<file path="src/rtl/xl_tlb_pkg.sv">
package xl_tlb_pkg;
  // packed so that pres lands on bit 0 and cdis on bit 4
  typedef struct packed {
    logic cdis;
    logic x;
    logic w;
    logic r;
    logic pres;
  } xl_perm_t;

  typedef enum logic [1:0] {
    ACC_RD  = 2'd0,
    ACC_WR  = 2'd1,
    ACC_EX  = 2'd2,
    ACC_RSV = 2'd3
  } xl_acc_t;
endpackage

</file>
<file path="src/rtl/xl_tlb_entry.sv">
module xl_tlb_entry
  import xl_tlb_pkg::*;
#(
  parameter int VPN_W = 20,
  parameter int PFN_W = 18
) (
  input  logic             clk,
  input  logic             rst,
  input  logic             flush,
  input  logic             wr_en,
  input  logic [VPN_W-1:0] wr_vpn,
  input  logic [PFN_W-1:0] wr_pfn,
  input  xl_perm_t         wr_perm,
  input  logic             touch_rd,
  input  logic             touch_wr,
  input  logic [VPN_W-1:0] lk_vpn,
  input  logic [VPN_W-1:0] fl_vpn,
  output logic             lk_match,
  output logic             fl_match,
  output logic             o_valid,
  output logic [PFN_W-1:0] o_pfn,
  output xl_perm_t         o_perm,
  output logic             o_ref,
  output logic             o_mod
);
  logic [VPN_W-1:0] vpn_q;

  always_ff @(posedge clk) begin
    if (rst) begin
      o_valid <= 1'b0;
      o_ref   <= 1'b0;
      o_mod   <= 1'b0;
    end else if (flush) begin
      o_valid <= 1'b0;
    end else if (wr_en) begin
      o_valid <= 1'b1;
      o_ref   <= 1'b0;
      o_mod   <= 1'b0;
    end else begin
      if (touch_rd || touch_wr) o_ref <= 1'b1;
      if (touch_wr)             o_mod <= 1'b1;
    end
  end

  // payload fields carry no reset, like a RAM word
  always_ff @(posedge clk) begin
    if (wr_en && !flush) begin
      vpn_q  <= wr_vpn;
      o_pfn  <= wr_pfn;
      o_perm <= wr_perm;
    end
  end

  assign lk_match = o_valid && (vpn_q == lk_vpn);
  assign fl_match = o_valid && (vpn_q == fl_vpn);

  // modified implies referenced: both are only ever set by a write hit together
  assert_mod_has_ref_R6: assert property (@(posedge clk) disable iff (rst)
    o_mod |-> o_ref);
endmodule

</file>
<file path="src/rtl/xl_tlb_victim.sv">
module xl_tlb_victim #(
  parameter int N     = 8,
  parameter int IDX_W = (N > 1) ? $clog2(N) : 1
) (
  input  logic             clk,
  input  logic             rst,
  input  logic [N-1:0]     valid_vec,
  input  logic             alloc,
  output logic [IDX_W-1:0] victim
);
  logic [IDX_W-1:0] ptr_q;
  logic [IDX_W-1:0] first_free;
  logic             any_free;

  always_comb begin
    first_free = '0;
    any_free   = 1'b0;
    for (int i = N - 1; i >= 0; i--) begin
      if (!valid_vec[i]) begin
        first_free = IDX_W'(i);
        any_free   = 1'b1;
      end
    end
  end

  assign victim = any_free ? first_free : ptr_q;

  always_ff @(posedge clk) begin
    if (rst) begin
      ptr_q <= '0;
    end else if (alloc && !any_free) begin
      ptr_q <= (ptr_q == IDX_W'(N - 1)) ? '0 : ptr_q + 1'b1;
    end
  end

  assert_rr_moves_R8: assert property (@(posedge clk) disable iff (rst)
    (alloc && !any_free) |=> (ptr_q != $past(ptr_q)));
  assert_rr_holds_R9: assert property (@(posedge clk) disable iff (rst)
    !alloc |=> $stable(ptr_q));
endmodule

</file>
<file path="src/rtl/xl_tlb.sv">
module xl_tlb
  import xl_tlb_pkg::*;
#(
  parameter int N         = 8,
  parameter int VPN_W     = 20,
  parameter int PFN_W     = 18,
  parameter int PAGE_BITS = 12
) (
  input  logic                       clk,
  input  logic                       rst,
  input  logic                       flush,
  input  logic                       req_valid,
  input  logic [VPN_W+PAGE_BITS-1:0] req_vaddr,
  input  logic [1:0]                 req_kind,
  output logic                       hit,
  output logic                       fault,
  output logic [PFN_W+PAGE_BITS-1:0] paddr,
  output logic                       nocache,
  output logic                       hit_ref,
  output logic                       hit_mod,
  input  logic                       fill_valid,
  input  logic [VPN_W-1:0]           fill_vpn,
  input  logic [PFN_W-1:0]           fill_pfn,
  input  logic [4:0]                 fill_flags
);
  localparam int VA_W  = VPN_W + PAGE_BITS;
  localparam int IDX_W = (N > 1) ? $clog2(N) : 1;

  logic [VPN_W-1:0]     lk_vpn;
  logic [PAGE_BITS-1:0] lk_off;
  logic [N-1:0]         match_vec, fmatch_vec, valid_vec, wr_vec;
  logic [N-1:0]         ref_vec, mod_vec, trd_vec, twr_vec;
  logic [PFN_W-1:0]     e_pfn [N];
  xl_perm_t             e_perm [N];
  logic [PFN_W-1:0]     sel_pfn;
  xl_perm_t             sel_perm;
  logic                 sel_ref, sel_mod, allowed, good, dup, fill_ok;
  logic [IDX_W-1:0]     victim;
  xl_acc_t              kind;

  assign lk_vpn  = req_vaddr[VA_W-1:PAGE_BITS];
  assign lk_off  = req_vaddr[PAGE_BITS-1:0];
  assign kind    = xl_acc_t'(req_kind);
  assign dup     = |fmatch_vec;
  assign fill_ok = fill_valid && !flush;

  genvar g;
  generate
    for (g = 0; g < N; g++) begin : g_slot
      assign wr_vec[g]  = fill_ok && (dup ? fmatch_vec[g] : (victim == IDX_W'(g)));
      assign trd_vec[g] = good && match_vec[g] && (kind == ACC_RD);
      assign twr_vec[g] = good && match_vec[g] && (kind == ACC_WR);
      xl_tlb_entry #(.VPN_W(VPN_W), .PFN_W(PFN_W)) i_entry (
        .clk      (clk),
        .rst      (rst),
        .flush    (flush),
        .wr_en    (wr_vec[g]),
        .wr_vpn   (fill_vpn),
        .wr_pfn   (fill_pfn),
        .wr_perm  (xl_perm_t'(fill_flags)),
        .touch_rd (trd_vec[g]),
        .touch_wr (twr_vec[g]),
        .lk_vpn   (lk_vpn),
        .fl_vpn   (fill_vpn),
        .lk_match (match_vec[g]),
        .fl_match (fmatch_vec[g]),
        .o_valid  (valid_vec[g]),
        .o_pfn    (e_pfn[g]),
        .o_perm   (e_perm[g]),
        .o_ref    (ref_vec[g]),
        .o_mod    (mod_vec[g])
      );
    end
  endgenerate

  xl_tlb_victim #(.N(N), .IDX_W(IDX_W)) i_victim (
    .clk       (clk),
    .rst       (rst),
    .valid_vec (valid_vec),
    .alloc     (fill_ok && !dup),
    .victim    (victim)
  );

  // at most one slot matches, so an OR of masked fields is the selected slot
  always_comb begin
    sel_pfn  = '0;
    sel_perm = '0;
    for (int i = 0; i < N; i++) begin
      sel_pfn  = sel_pfn  | ({PFN_W{match_vec[i]}} & e_pfn[i]);
      sel_perm = sel_perm | ({5{match_vec[i]}} & e_perm[i]);
    end
    sel_ref = |(match_vec & ref_vec);
    sel_mod = |(match_vec & mod_vec);
  end

  always_comb begin
    case (kind)
      ACC_RD:  allowed = sel_perm.r;
      ACC_WR:  allowed = sel_perm.w;
      ACC_EX:  allowed = sel_perm.x;
      default: allowed = 1'b0;
    endcase
    allowed = allowed && sel_perm.pres;
  end

  assign hit     = req_valid && (|match_vec);
  assign good    = hit && allowed;
  assign fault   = hit && !allowed;
  assign paddr   = good ? {sel_pfn, lk_off} : '0;
  assign nocache = good && sel_perm.cdis;
  assign hit_ref = hit && sel_ref;
  assign hit_mod = hit && sel_mod;

  assert_single_match_R9: assert property (@(posedge clk) disable iff (rst)
    $onehot0(match_vec));
  assert_one_write_R7: assert property (@(posedge clk) disable iff (rst)
    $onehot0(wr_vec));
  assert_flush_empties_R10: assert property (@(posedge clk) disable iff (rst)
    flush |=> (valid_vec == '0));
  assert_fault_needs_hit_R3: assert property (@(posedge clk) disable iff (rst)
    fault |-> hit);
  assert_miss_quiet_R2: assert property (@(posedge clk) disable iff (rst)
    !hit |-> (paddr == '0 && !nocache && !hit_ref));
  assert_fill_lands_R7: assert property (@(posedge clk) disable iff (rst)
    fill_ok |=> (valid_vec != '0));
endmodule

</file>
<file path="config.mk">
export PLATFORM = sky130hd
export DESIGN_NAME = xl_tlb
export DESIGN_NICKNAME = d
export VERILOG_FILES = /design/src/rtl/xl_tlb_pkg.sv /design/src/rtl/xl_tlb_entry.sv /design/src/rtl/xl_tlb_victim.sv /design/src/rtl/xl_tlb.sv
export SDC_FILE = /design/constraint.sdc
export NUM_CORES = 1
export LEC_CHECK = 0
export BUFFER_PORTS_ARGS = -buffer_cell sky130_fd_sc_hd__buf_4
export CAP_MARGIN = 20
export CELL_PAD_IN_SITES_DETAIL_PLACEMENT = 0
export CELL_PAD_IN_SITES_GLOBAL_PLACEMENT = 1
export CORE_UTILIZATION = 53
export CTS_BUF_LIST = sky130_fd_sc_hd__clkbuf_8
export DETAILED_ROUTE_END_ITERATION = 7
export GPL_TIMING_DRIVEN = 0
export PLACE_DENSITY = 0.93
export SETUP_SLACK_MARGIN = 0.05
export SLEW_MARGIN = 15
export SYNTH_ARGS = -nofsm -noshare
export SYNTH_HDL_FRONTEND = slang
export SYNTH_SLANG_ARGS = --single-unit
</file>
<file path="constraint.sdc">
create_clock -name clk -period 5.6 [get_ports clk]
set_clock_uncertainty 0.2 [all_clocks]
set_input_delay 0.84 -clock clk [delete_from_list [all_inputs] [get_ports clk]]
set_output_delay 0.84 -clock clk [all_outputs]
set_load 0.005 [all_outputs]
</file>
Word level (Yosys, flattened, before mapping). Cells that the tools add are included.

Bits in registers: 371. Input bits: 82. Output and inout port bits: 35. Word-level logic and storage cells: 318.

Add/subtract/negate cells: 1. Equality and inequality tests: 26. Multiplexer cells: 60. Bitwise gates (word level): 33. Reductions and logical operators: 117.

Operator list (count): $eq 20x20->1 (16); $and 18x18->18 (8); $or 18x18->18 (7); $logic_and 1x1->1 (66); $mux 1 (48); $and 5x5->5 (8); $or 5x5->5 (7); $reduce_and 2->1 (16); $reduce_bool 2->1 (16); $reduce_or 8->1 (4); $mux 3 (10); $mux 30 (1); $and 8x8->8 (2); $eq 3x3->1 const B (5); $logic_or 1x1->1 (8); $eq 3x2->1 const B (2); $logic_not 1->1 (4); $add 3x1->3 const B (1); $eq 3x1->1 const B (1); $logic_not 3->1 (1); $pmux 1 s3 (1); $eq 2x1->1 const B (1); $eq 2x2->1 const B (1); $logic_not 2->1 (1); other kinds (2) (2).

Longest topological paths before layout. Gate-level depths: netlist of the first run.

Word-level depth: 18. Depth in mapped cells: 12. Depth with buffers taken out: 9.

By module. A second synthesis of the first run with hierarchy kept.

Cell total of the unflattened synthesis: 1181. Area, all modules: 16737.3 um2.

Modules (own cells, without submodules): xl_tlb_entry (times used 8, cells an instance 110, area each 1844.3 um2, sequential area each 1351.3 um2); xl_tlb (times used 1, cells an instance 270, area each 1747.9 um2, sequential area each 0.0 um2); xl_tlb_victim (times used 1, cells an instance 31, area each 235.2 um2, sequential area each 60.1 um2).

Worst setup path before layout of the first run. Ideal clock, no wire load.

Path kind: input to register. Start point: input fill_vpn[0]. End point: register g_slot[2].i_entry.o_perm[0] (netlist bit), enable pin. Setup time: 0.463 ns. Arrival time: 4.354 ns. Slack: 0.583 ns. Stages: 9. Cells stage by stage: clkbuf_1 xnor2_1 nand4_1 nor4_1 nand4_1 nand4_1 nor2_1 nand4_1 a21oi_1.

Word-level cells in the longest chain between the ends: 6. Elaborated cells on any way between the ends: 20. Those cells by class: eq/ne: 8; mux: 1; reduce/logical: 11.

RTL lines: from (decl) (RTL line xl_tlb.sv:22) `input logic [VPN_W-1:0] fill_vpn,`; $eq 20x20->1 (RTL line xl_tlb_entry.sv:55) `assign fl_match = o_valid && (vpn_q == fl_vpn);`; $logic_and 1x1->1 (RTL line xl_tlb_entry.sv:55); $reduce_or 8->1 (RTL line xl_tlb.sv:44) `assign dup = |fmatch_vec;`; $mux 1 * (RTL line xl_tlb.sv:50) `assign wr_vec[g] = fill_ok && (dup ? fmatch_vec[g] : (victim == IDX_W'(g)));`; $logic_and 1x1->1 * (RTL line xl_tlb.sv:50); $logic_and 1x1->1 * (RTL line xl_tlb_entry.sv:47) `if (wr_en && !flush) begin`; to (signal assigned) (RTL line xl_tlb_entry.sv:50) `o_perm <= wr_perm;`; to (decl) (RTL line xl_tlb_entry.sv:22) `output xl_perm_t o_perm,`.

Every way passes the cells marked *; elsewhere a longest branch is shown, timed or not. A chain may end at the register's enable or synchronous reset.

Worst setup path in the final report of the first run.
Start point: input req_vaddr[25]. End point: output paddr[26].

Word-level cells in the longest chain between the ends: 14. Elaborated cells on any way between the ends: 52. Those cells by class: eq/ne: 8; mux: 2; bitwise: 30; reduce/logical: 12.

RTL lines: from (decl) (RTL line xl_tlb.sv:13) `input logic [VPN_W+PAGE_BITS-1:0] req_vaddr,`; $eq 20x20->1 (RTL line xl_tlb_entry.sv:54) `assign lk_match = o_valid && (vpn_q == lk_vpn);`; $logic_and 1x1->1 (RTL line xl_tlb_entry.sv:54); $and 5x5->5 (RTL line xl_tlb.sv:90) `sel_perm = sel_perm | ({5{match_vec[i]}} & e_perm[i]);`; $or 5x5->5 (7 in a row) (RTL line xl_tlb.sv:90); $pmux 1 s3 (RTL line xl_tlb.sv:97) `case (kind)`; $logic_and 1x1->1 (RTL line xl_tlb.sv:103) `allowed = allowed && sel_perm.pres;`; $logic_and 1x1->1 (RTL line xl_tlb.sv:107) `assign good = hit && allowed;`; $mux 30 * (RTL line xl_tlb.sv:109) `assign paddr = good ? {sel_pfn, lk_off} : '0;`; to (decl) (RTL line xl_tlb.sv:17) `output logic [PFN_W+PAGE_BITS-1:0] paddr,`.

Marked as above.

==> reports/metrics.sh, run 1 <==
STATUS='complete, but fails checks'
VIOLATIONS_IN_THE_FINAL_REPORTS='DRC'
DESIGN.DIE.AREA_MM2=0.0322
MIN_PATH_TYPE='in -> reg'
PLACEABLECOREAREA_MM2=0.0307
POWER.DENSITY_mW_PER_MM2=280
WIRELENGTH_MET1_MM=18.3
CP_DATA_REQUIRED_TIME_NS=4.56
DR_WL_MET2_MM=21.7
PLACED_CELLS=1648
IO_PINS=117
TIMING.SETUP.CRITICAL_PATH_CLASS='in -> out'
INITIAL_CORE_UTIL_PCT=54.2
CHIPWIDTH_UM=179
PERIOD_MINUS_SLACK_NS=5.44
MAX_CAP_VIOL_COUNT=0
CLOCK-ROOT-BUFFER='clkbuf_8'
CP_CELL_SEQUENCE='buf_2, xnor2_1, nand4_1, nor4_1, and3_1, clkbuf_1, a222oi_1, nor4bb_1, o31ai_4, nand2_4, buf_8, a31oi_4, buf_4'
FLOW.AREA_GROWTH_FROM_SYNTHESIS_PCT=17.2
TOP_AREA_CELL_TYPE_SHARE_OF_THE_NETLIST_AREA_PCT=62.0
POST_SYNTH_EDFFS=344
CTSLONGESTPATHBUFFERS=3
FINAL_LAYOUT_SIZE_SUFFIX_GT1_SHARE_PCT=18.1
VDD.IR_DROP.WORST_mV=0.168
YOSYS.AREA_SHARE.ADDER_PCT=0.150
TOTAL_CTS_BUFFERS=58
CTSHOLDBUFFERS=0
FIRST_GLOBAL_VIAS=10700
CTS.REPORTEDPATHS.CLKPINSLEW_NS=0.06
DETAIL_ROUTE_MET3_WL_MM=6.15
DPL_WORST_SLACK_NS=-0.343
POST_SYNTH_XOR_AREA_FRACTION_PCT=16.8
SYNTH-MAIN-FF-CELL='edfxtp_1'
WORSTSETUPENDPOINT='paddr[26]'
DRC=2
REPORT.FINAL.HOLD_VIOL_COUNT=0
GRTUSAGETOTAL_PCT=30.3
SETUP_TOTAL_NEGATIVE_SLACK_NS=0
NUM-NETS-FINAL=1396
SYNTH_TOP_FAMILY_BY_AREA='XOR/XNOR gates'
N_ANTENNA_CELL=0
R2R_SETUP_SLACK_NS=1.67
CRITPATHSLOWESTCELL='clkbuf_1'
CRITICAL_PATH.STARTPOINT='req_vaddr[25]'
CRITICAL_PATH.REG2REG.STARTPOINT='g_slot[4].i_entry.vpn_q[14]'
CRIT_PATH_START_KIND='input port'
FINAL_UTIL_PCT=63.5
POWER_SWITCHING_SHARE_PCT=23.3
YS_FF_LATCH=371
RSZ0062_AT_GRT='no'
POST_SYNTH_MOST_FREQUENT_CELLS='edfxtp_1 (344), xnor2_1 (252), nand4_1 (76), xor2_1 (67), a22oi_1 (43)'
REG2REGPATHDEPTH=10
REG2REG_TO='g_slot[2].i_entry.o_mod'
COMPLEX_GATE_FRACTION_OF_THE_SYNTHESIZED_AREA_PCT=8.18
SYNTH-WARNING-COUNT=0
NETLIST.TOP_CELL.BY_AREA='edfxtp_1'
DP_HPWL_MM=33.6
COMB_POWER_SHARE_PCT=6.4
TOTAL_LEAKAGE_POWER_uW=0.00624
CLOCK_LATENCY_NS=0.61
WORST_PATH_LARGEST_CELL_DELAY_NS=0.55
CRITPATHBUFINV=4
TIGHTEST_SLEW_NS=1.20
HOLD_PATH.STARTPOINT='fill_pfn[17]'
MAXIMUM_FANOUT_ALONG_THE_WORST_PATH=10
SETUP_VIOL_COUNT_FINAL=0
INTPOWER_uW=4200
TIMING.FINAL.CRIT_SHARE_PCT=97.1
SYN_AREA_PER_CELL_UM2=14.7
ASYNCSETRESETFLOPFRACSYNTH_PCT=0
SLEW_VIOLATIONS=0
CLKPWRFRAC_PCT=37.8
GRT-OVFL-TOTAL=0
SEQ_POWER_SHARE_PCT=55.8
DESIGN_POWER_TOTAL_uW=5470
IO_BUFFER_COUNT=96
CP_NUM_CELLS=13
ROUTE.VIAS.TOTAL=11000
ROUTE.TOP_LAYER_USED='met4'
NETSWITCHINGPOWER_uW=1280
FAMILY_OF_CELLS_WITH_THE_GREATEST_SUMMED_DELAY_ON_THE_CRITICAL_PATH='simple AND/OR/NAND/NOR gates'
TIMING.CRITICAL_PATH.ARRIVAL_NS=4.40
CTS-HTREE-LEVELS=2
MAX_SLEW_MARGIN_PCT=19.4
DIE_Y_UM=179
STDCELL_COUNT=1755
DR.FIRST_ITER.DRC_COUNT=1560
GATE_COUNT_OF_THE_MAPPED_NETLIST=1137
TIMING.FMAX_GHz=0.184
SYNTH_AREA_LEADERS='edfxtp_1 (62%), xnor2_1 (13%), xor2_1 (3.5%)'
NUM_ROWS=64
SYNTH.AREA.MUX_SHARE_PCT=0.180
WORST_SETUP_PATH_END_KIND='output port'
SYNTH_CELL_TYPE_COUNT=48
SYNTH_AREA_MM2=0.0167
SYNTH.NET_COUNT=1221
SYNTH-SEQ-AREA-SHARE_PCT=65.2
POST-SYNTH-TOP-COUNT-CELL='edfxtp_1'
GRT_START_MAX_NET_PINS=22
ROUTE.DETAILED.VIAS_PER_INST=6.28
ANTENNA_FOUND_INITIAL=0
CTS_TREE='built'
DRT-WIRELENGTH-PER-CELL_UM=27.3
WIRE_LENGTH_OF_THE_FIRST_GLOBAL_ROUTING_PASS_MM=68.6
DRT_PASS1_ITERATIONS=8
SYNTH_AREA_IN_SIMPLE_GATES_PCT=7.38
GPL_WTD_CONG=0.968
POSTROUTEWIRELENGTH_MM=48.0
FINAL.SETUP.WORST_SLACK_NS=0.163
CLKSINKCOUNT=371
POSTROUTEANTENNANETS=0
==> logic make-up after synthesis <==
| logic type | Yosys count |
|---|---|
| compound gates | 161 |
| flops | 371 |
| fa+ha+maj | 2 |
| buf+inv | 77 |
| xor+xnor | 319 |
| mux | 3 |
| simple gates | 204 |
==> worst min path at each step <==
| stage | end | slack, ns | depth (start not counted) |
|---|---|---|---|
| 3_5_place_dp | g_slot[2].i_entry.o_ref | 0.26 | 2 |
| 4_1_cts | g_slot[7].i_entry.o_pfn[17] | 0.24 | 1 |
| 5_1_grt | g_slot[1].i_entry.o_perm[4] | 0.25 | 1 |
| 6_report | g_slot[7].i_entry.o_pfn[17] | 0.27 | 1 |
| 2_1_floorplan | g_slot[6].i_entry.o_ref | 0.25 | 2 |
| 3_3_place_gp | g_slot[2].i_entry.o_ref | 0.26 | 2 |
==> power groups by stage <==
stage	registers [uW]	clock network (uW)	logic (uW)
floorplan	3110	0	177
global placement	3110	0	325
CTS	3050	2080	343
detailed placement	3110	0	340
global route	3050	2190	363
finish	3050	2070	350
==> routing by layer <==
layer / vias up / global-route usage, %
li1: 4706 / -
met1: 5389 / 41.0
met2: 810 / 46.1
met3: 124 / 8.63
met4: 0 / 12.3
met5: - / 0
==> layout by cell type (no fill, tap or decap), drive strengths merged, types with 5 or more instances in the layout <==
cell type / instances
a21oi: 26
a221oi: 23
a22o: 26
a22oi: 43
a31oi: 22
and2: 6
and3: 16
buf: 144
clkbuf: 104
clkinv: 19
dfxtp: 27
edfxtp: 344
inv: 32
nand2: 5
nand2b: 10
nand3: 33
nand4: 76
nor2: 10
nor3: 11
nor4: 32
o21a: 8
xnor2: 252
xor2: 67
==> final cells by class <==
| class | instances | area, um2 |
|---|---|---|
| Buffer | 71 | 338 |
| Clock buffer | 62 | 853 |
| Clock inverter | 45 | 204 |
| Fill cell | 2217 | 11200 |
| Inverter | 6 | 22.5 |
| Multi-Input combinational cell | 689 | 5560 |
| Sequential cell | 371 | 10900 |
| Tap cell | 396 | 495 |
| Timing Repair Buffer | 115 | 1190 |
==> sequential cells by signal, indices dropped and copies added, names as in the netlist <==
signal and cells:
g_slot.i_entry.o_ref 8, g_slot.i_entry.o_valid 8, g_slot.i_entry.o_perm 40, i_victim.ptr_q 3, g_slot.i_entry.vpn_q 160, g_slot.i_entry.o_pfn 144
g_slot.i_entry.o_mod 8
==> metrics by stage <==
step | instance area, um2 | hold WS, ns
6_report | 19500 | 0.266
5_1_grt | 19500 | 0.246
4_1_cts | 19500 | 0.237
3_5_place_dp | 18500 | 0.264
3_3_place_gp | 17900 | 0.257
2_1_floorplan | 16700 | 0.246
==> timing repair <==
action                     CTS  global route
pin swaps                    0             1
buffers inserted             0             0
setup endpoints to repair   27            14
gates resized for setup      3             4
No activity file was read; power rests on OpenSTA's default activity.
==> run 2: changes to the inputs <==
==> constraint.sdc (replaced) <==
create_clock -name clk -period 5.45 [get_ports clk]
set_clock_uncertainty 0.2 [all_clocks]
set_input_delay 0.8175 -clock clk [delete_from_list [all_inputs] [get_ports clk]]
set_output_delay 0.8175 -clock clk [all_outputs]
set_load 0.005 [all_outputs]
==> run 2 against run 1 <==
  * Global-route usage is the same
  * Largest cell class unchanged
  * Utilization grew 0.18 points
  * Total power grew 2.8%
  * First-iteration DRC count shrank 0.90%
  * Wire length grew 0.22%
  * Worst setup slack lost 0.023 ns
  * Critical endpoint is now paddr[21]
  * The run now ends clean
  * Register-to-register slack lost 0.19 ns
  * Hold slack lost 0.023 ns
  * Die area is the same
==> reports/metrics.sh, run 2 (synthesis results as in run 1) <==
FINAL_LAYOUT_SIZE_SUFFIX_GT1_SHARE_PCT=18.6  # was 18.1%
DESIGN.DIE.AREA_MM2=0.0322  # unchanged
CP_DATA_REQUIRED_TIME_NS=4.43  # was 4.56 ns
TOTAL_LEAKAGE_POWER_uW=0.00629  # was 0.00624 uW
DP_HPWL_MM=33.6  # unchanged
CTS.REPORTEDPATHS.CLKPINSLEW_NS=0.07  # was 0.06 ns
MAX_SLEW_MARGIN_PCT=26.0  # was 19.4%
NUM-NETS-FINAL=1403  # was 1396
INITIAL_CORE_UTIL_PCT=54.2  # unchanged
SETUP_VIOL_COUNT_FINAL=0  # unchanged
TIMING.FINAL.CRIT_SHARE_PCT=97.4
RSZ0062_AT_GRT='no'  # unchanged
CTS_TREE='built'  # unchanged
LAYOUT.CELLS.MOST_COMMON='edfxtp_1'  # unchanged
CLOCK_LATENCY_NS=0.61  # about the same
CTSHOLDBUFFERS=0  # unchanged
DIE_Y_UM=179  # unchanged
GRTUSAGETOTAL_PCT=30.3  # unchanged
HOLD_WS_NS=0.243  # was 0.266 ns
CTSLONGESTPATHBUFFERS=3  # unchanged
TIMING.FMAX_GHz=0.188
FIRST_GLOBAL_VIAS=10700  # unchanged
GPL_WTD_CONG=0.968  # unchanged
DRT-WIRELENGTH-PER-CELL_UM=27.3  # about the same
DRT_PASS1_ITERATIONS=7  # was 8
TIMING.CRITICAL_PATH.ARRIVAL_NS=4.29  # was 4.40 ns
STDCELL_AREA_MM2=0.0196  # was 0.0195 mm2
R2R_SETUP_SLACK_NS=1.48  # was 1.67 ns
CLOCK-ROOT-BUFFER='clkbuf_8'  # unchanged
CHIPWIDTH_UM=179  # unchanged
ANTENNA_FOUND_INITIAL=0  # unchanged
GRT-OVFL-TOTAL=0  # unchanged
SLEW_VIOLATIONS=0  # unchanged
N_ANTENNA_CELL=0  # unchanged
CTS-HTREE-LEVELS=2  # unchanged
HOLD_DEPTH=1  # unchanged
REG2REGPATHDEPTH=10  # unchanged
CLKSINKCOUNT=371  # unchanged
TIMING.SETUP.CRITICAL_PATH_CLASS='reg -> out'  # was in -> out
POSTROUTEWIRELENGTH_MM=48.1  # was 48.0 mm
PLACED_AREA_MM2=0.0185  # unchanged
TIGHTEST_SLEW_NS=1.10  # was 1.20 ns
WORST_SETUP_PATH_END_KIND='output port'  # unchanged
ROUTE.VIAS.TOTAL=11000  # about the same
POSTROUTEANTENNANETS=0  # unchanged
MAXIMUM_FANOUT_ALONG_THE_WORST_PATH=10  # unchanged
DR.FIRST_ITER.DRC_COUNT=1546  # was 1560
MOST-COMMON-LAYOUT-CELLS='edfxtp_1 (344), xnor2_1 (252), buf_4 (111), nand4_1 (76), xor2_1 (67)'  # was edfxtp_1 (344), xnor2_1 (252), buf_4 (103), nand4_1 (76), xor2_1 (67)
LARGEST_REGISTERS='g_slot.i_entry.vpn_q: 160 flops, g_slot.i_entry.o_pfn: 144 flops, g_slot.i_entry.o_perm: 40 flops'  # unchanged
PERIOD_MINUS_SLACK_NS=5.31
TOTAL_CTS_BUFFERS=58  # unchanged
REPORT.FINAL.HOLD_VIOL_COUNT=0  # unchanged
FINAL.SETUP.WORST_SLACK_NS=0.140  # was 0.163 ns
MIN_PATH_TYPE='in -> reg'  # unchanged
STATUS='finished, final reports clean'  # was complete, but fails checks
WIRE_LENGTH_OF_THE_FIRST_GLOBAL_ROUTING_PASS_MM=68.6  # unchanged
MAX_CAP_VIOL_COUNT=0  # unchanged
POWER.DENSITY_mW_PER_MM2=287  # was 280 mW/mm2
ROUTE.DETAILED.VIAS_PER_INST=6.25  # was 6.28
NUM_ROWS=64  # unchanged
CRIT_PATH_START_KIND='register'  # was input port
VDD.IR_DROP.WORST_mV=0.173  # was 0.168 mV
IO_PINS=117  # unchanged
IO_BUFFER_COUNT=96  # unchanged
GRT_START_MAX_NET_PINS=22  # unchanged
REGISTER_WITH_THE_HIGHEST_FLOP_COUNT='g_slot.i_entry.vpn_q'  # unchanged
LARGEST_REG_FLOPS=160  # unchanged
PLACEABLECOREAREA_MM2=0.0307  # unchanged
DRC=0  # was 2
DPL_WORST_SLACK_NS=-0.448  # was -0.343 ns
FLOW.AREA_GROWTH_FROM_SYNTHESIS_PCT=17.5  # was 17.2%
run 2: cell types whose count changed in the layout (fill, tap and decap cells not counted):
cell / previous run / this run
clkbuf_1: 39 / 38
buf_4: 103 / 111
run 2: cell type report:
| cell class | count | area [um2] |
|---|---|---|
| plain buffers | 70 | 334 |
| flip-flops and latches | 371 | 10900 |
| fillers | 2213 | 11200 |
| repair buffers | 123 | 1250 |
| multi-input cells | 689 | 5560 |
| inverters | 6 | 22.5 |
| clock inverters | 45 | 204 |
| well taps | 396 | 495 |
| clock buffers | 62 | 853 |
run 2: worst paths after layout:
check                                                    to                         from
worst max-delay path                              paddr[21]  g_slot[4].i_entry.vpn_q[14]
worst min-delay path            g_slot[3].i_entry.o_pfn[17]                 fill_pfn[17]
worst max register to register      g_slot[4].i_entry.o_mod  g_slot[4].i_entry.vpn_q[14]
worst min register to register      g_slot[3].i_entry.o_ref      g_slot[3].i_entry.o_ref
run 2: worst max-delay path, cell delays in order, from the launching register on:
cell	delay [ns]
edfxtp_1	0.42
xnor2_1	0.34
nand4_1	0.17
nor4_1	0.82
and2_1	0.23
clkbuf_1	0.39
a22o_1	0.23
o311ai_2	0.17
o31ai_4	0.14
nand2_4	0.22
buf_8	0.23
a31oi_4	0.16
buf_4	0.14
run 2: repair_timing:
item / CTS / global route
pin swaps: 0 / 3
buffers inserted: 0 / 8
setup endpoints to repair: 32 / 24
gates resized for setup: 4 / 2
run 2: per-layer routing:
metal	routed length (um)	share of wire, %	track usage (%)	vias up
li1	-	-	-	4713
met1	18600	39	41.0	5390
met2	21800	45	46.1	785
met3	5800	12	8.63	121
met4	1840	3.8	12.3	0
met5	0	0	0	-
run 2: report_power, final:
group,internal [uW],switching [uW],total [uW]
logic,132,227,360
registers,3130,9.81,3140
clock network,1050,1080,2130
total,4310,1310,5630
run 2: through the flow:
step	TNS (ns)	total power [uW]	cells	util, %
after floorplan	0	3380	1137	-
after global placement	-911.09	3530	1629	58.2
after detailed placement	-4.94	3550	1648	60.0
after CTS	0	5630	1755	63.5
after global routing	0	5760	1762	63.7
final	0	5630	1762	63.7
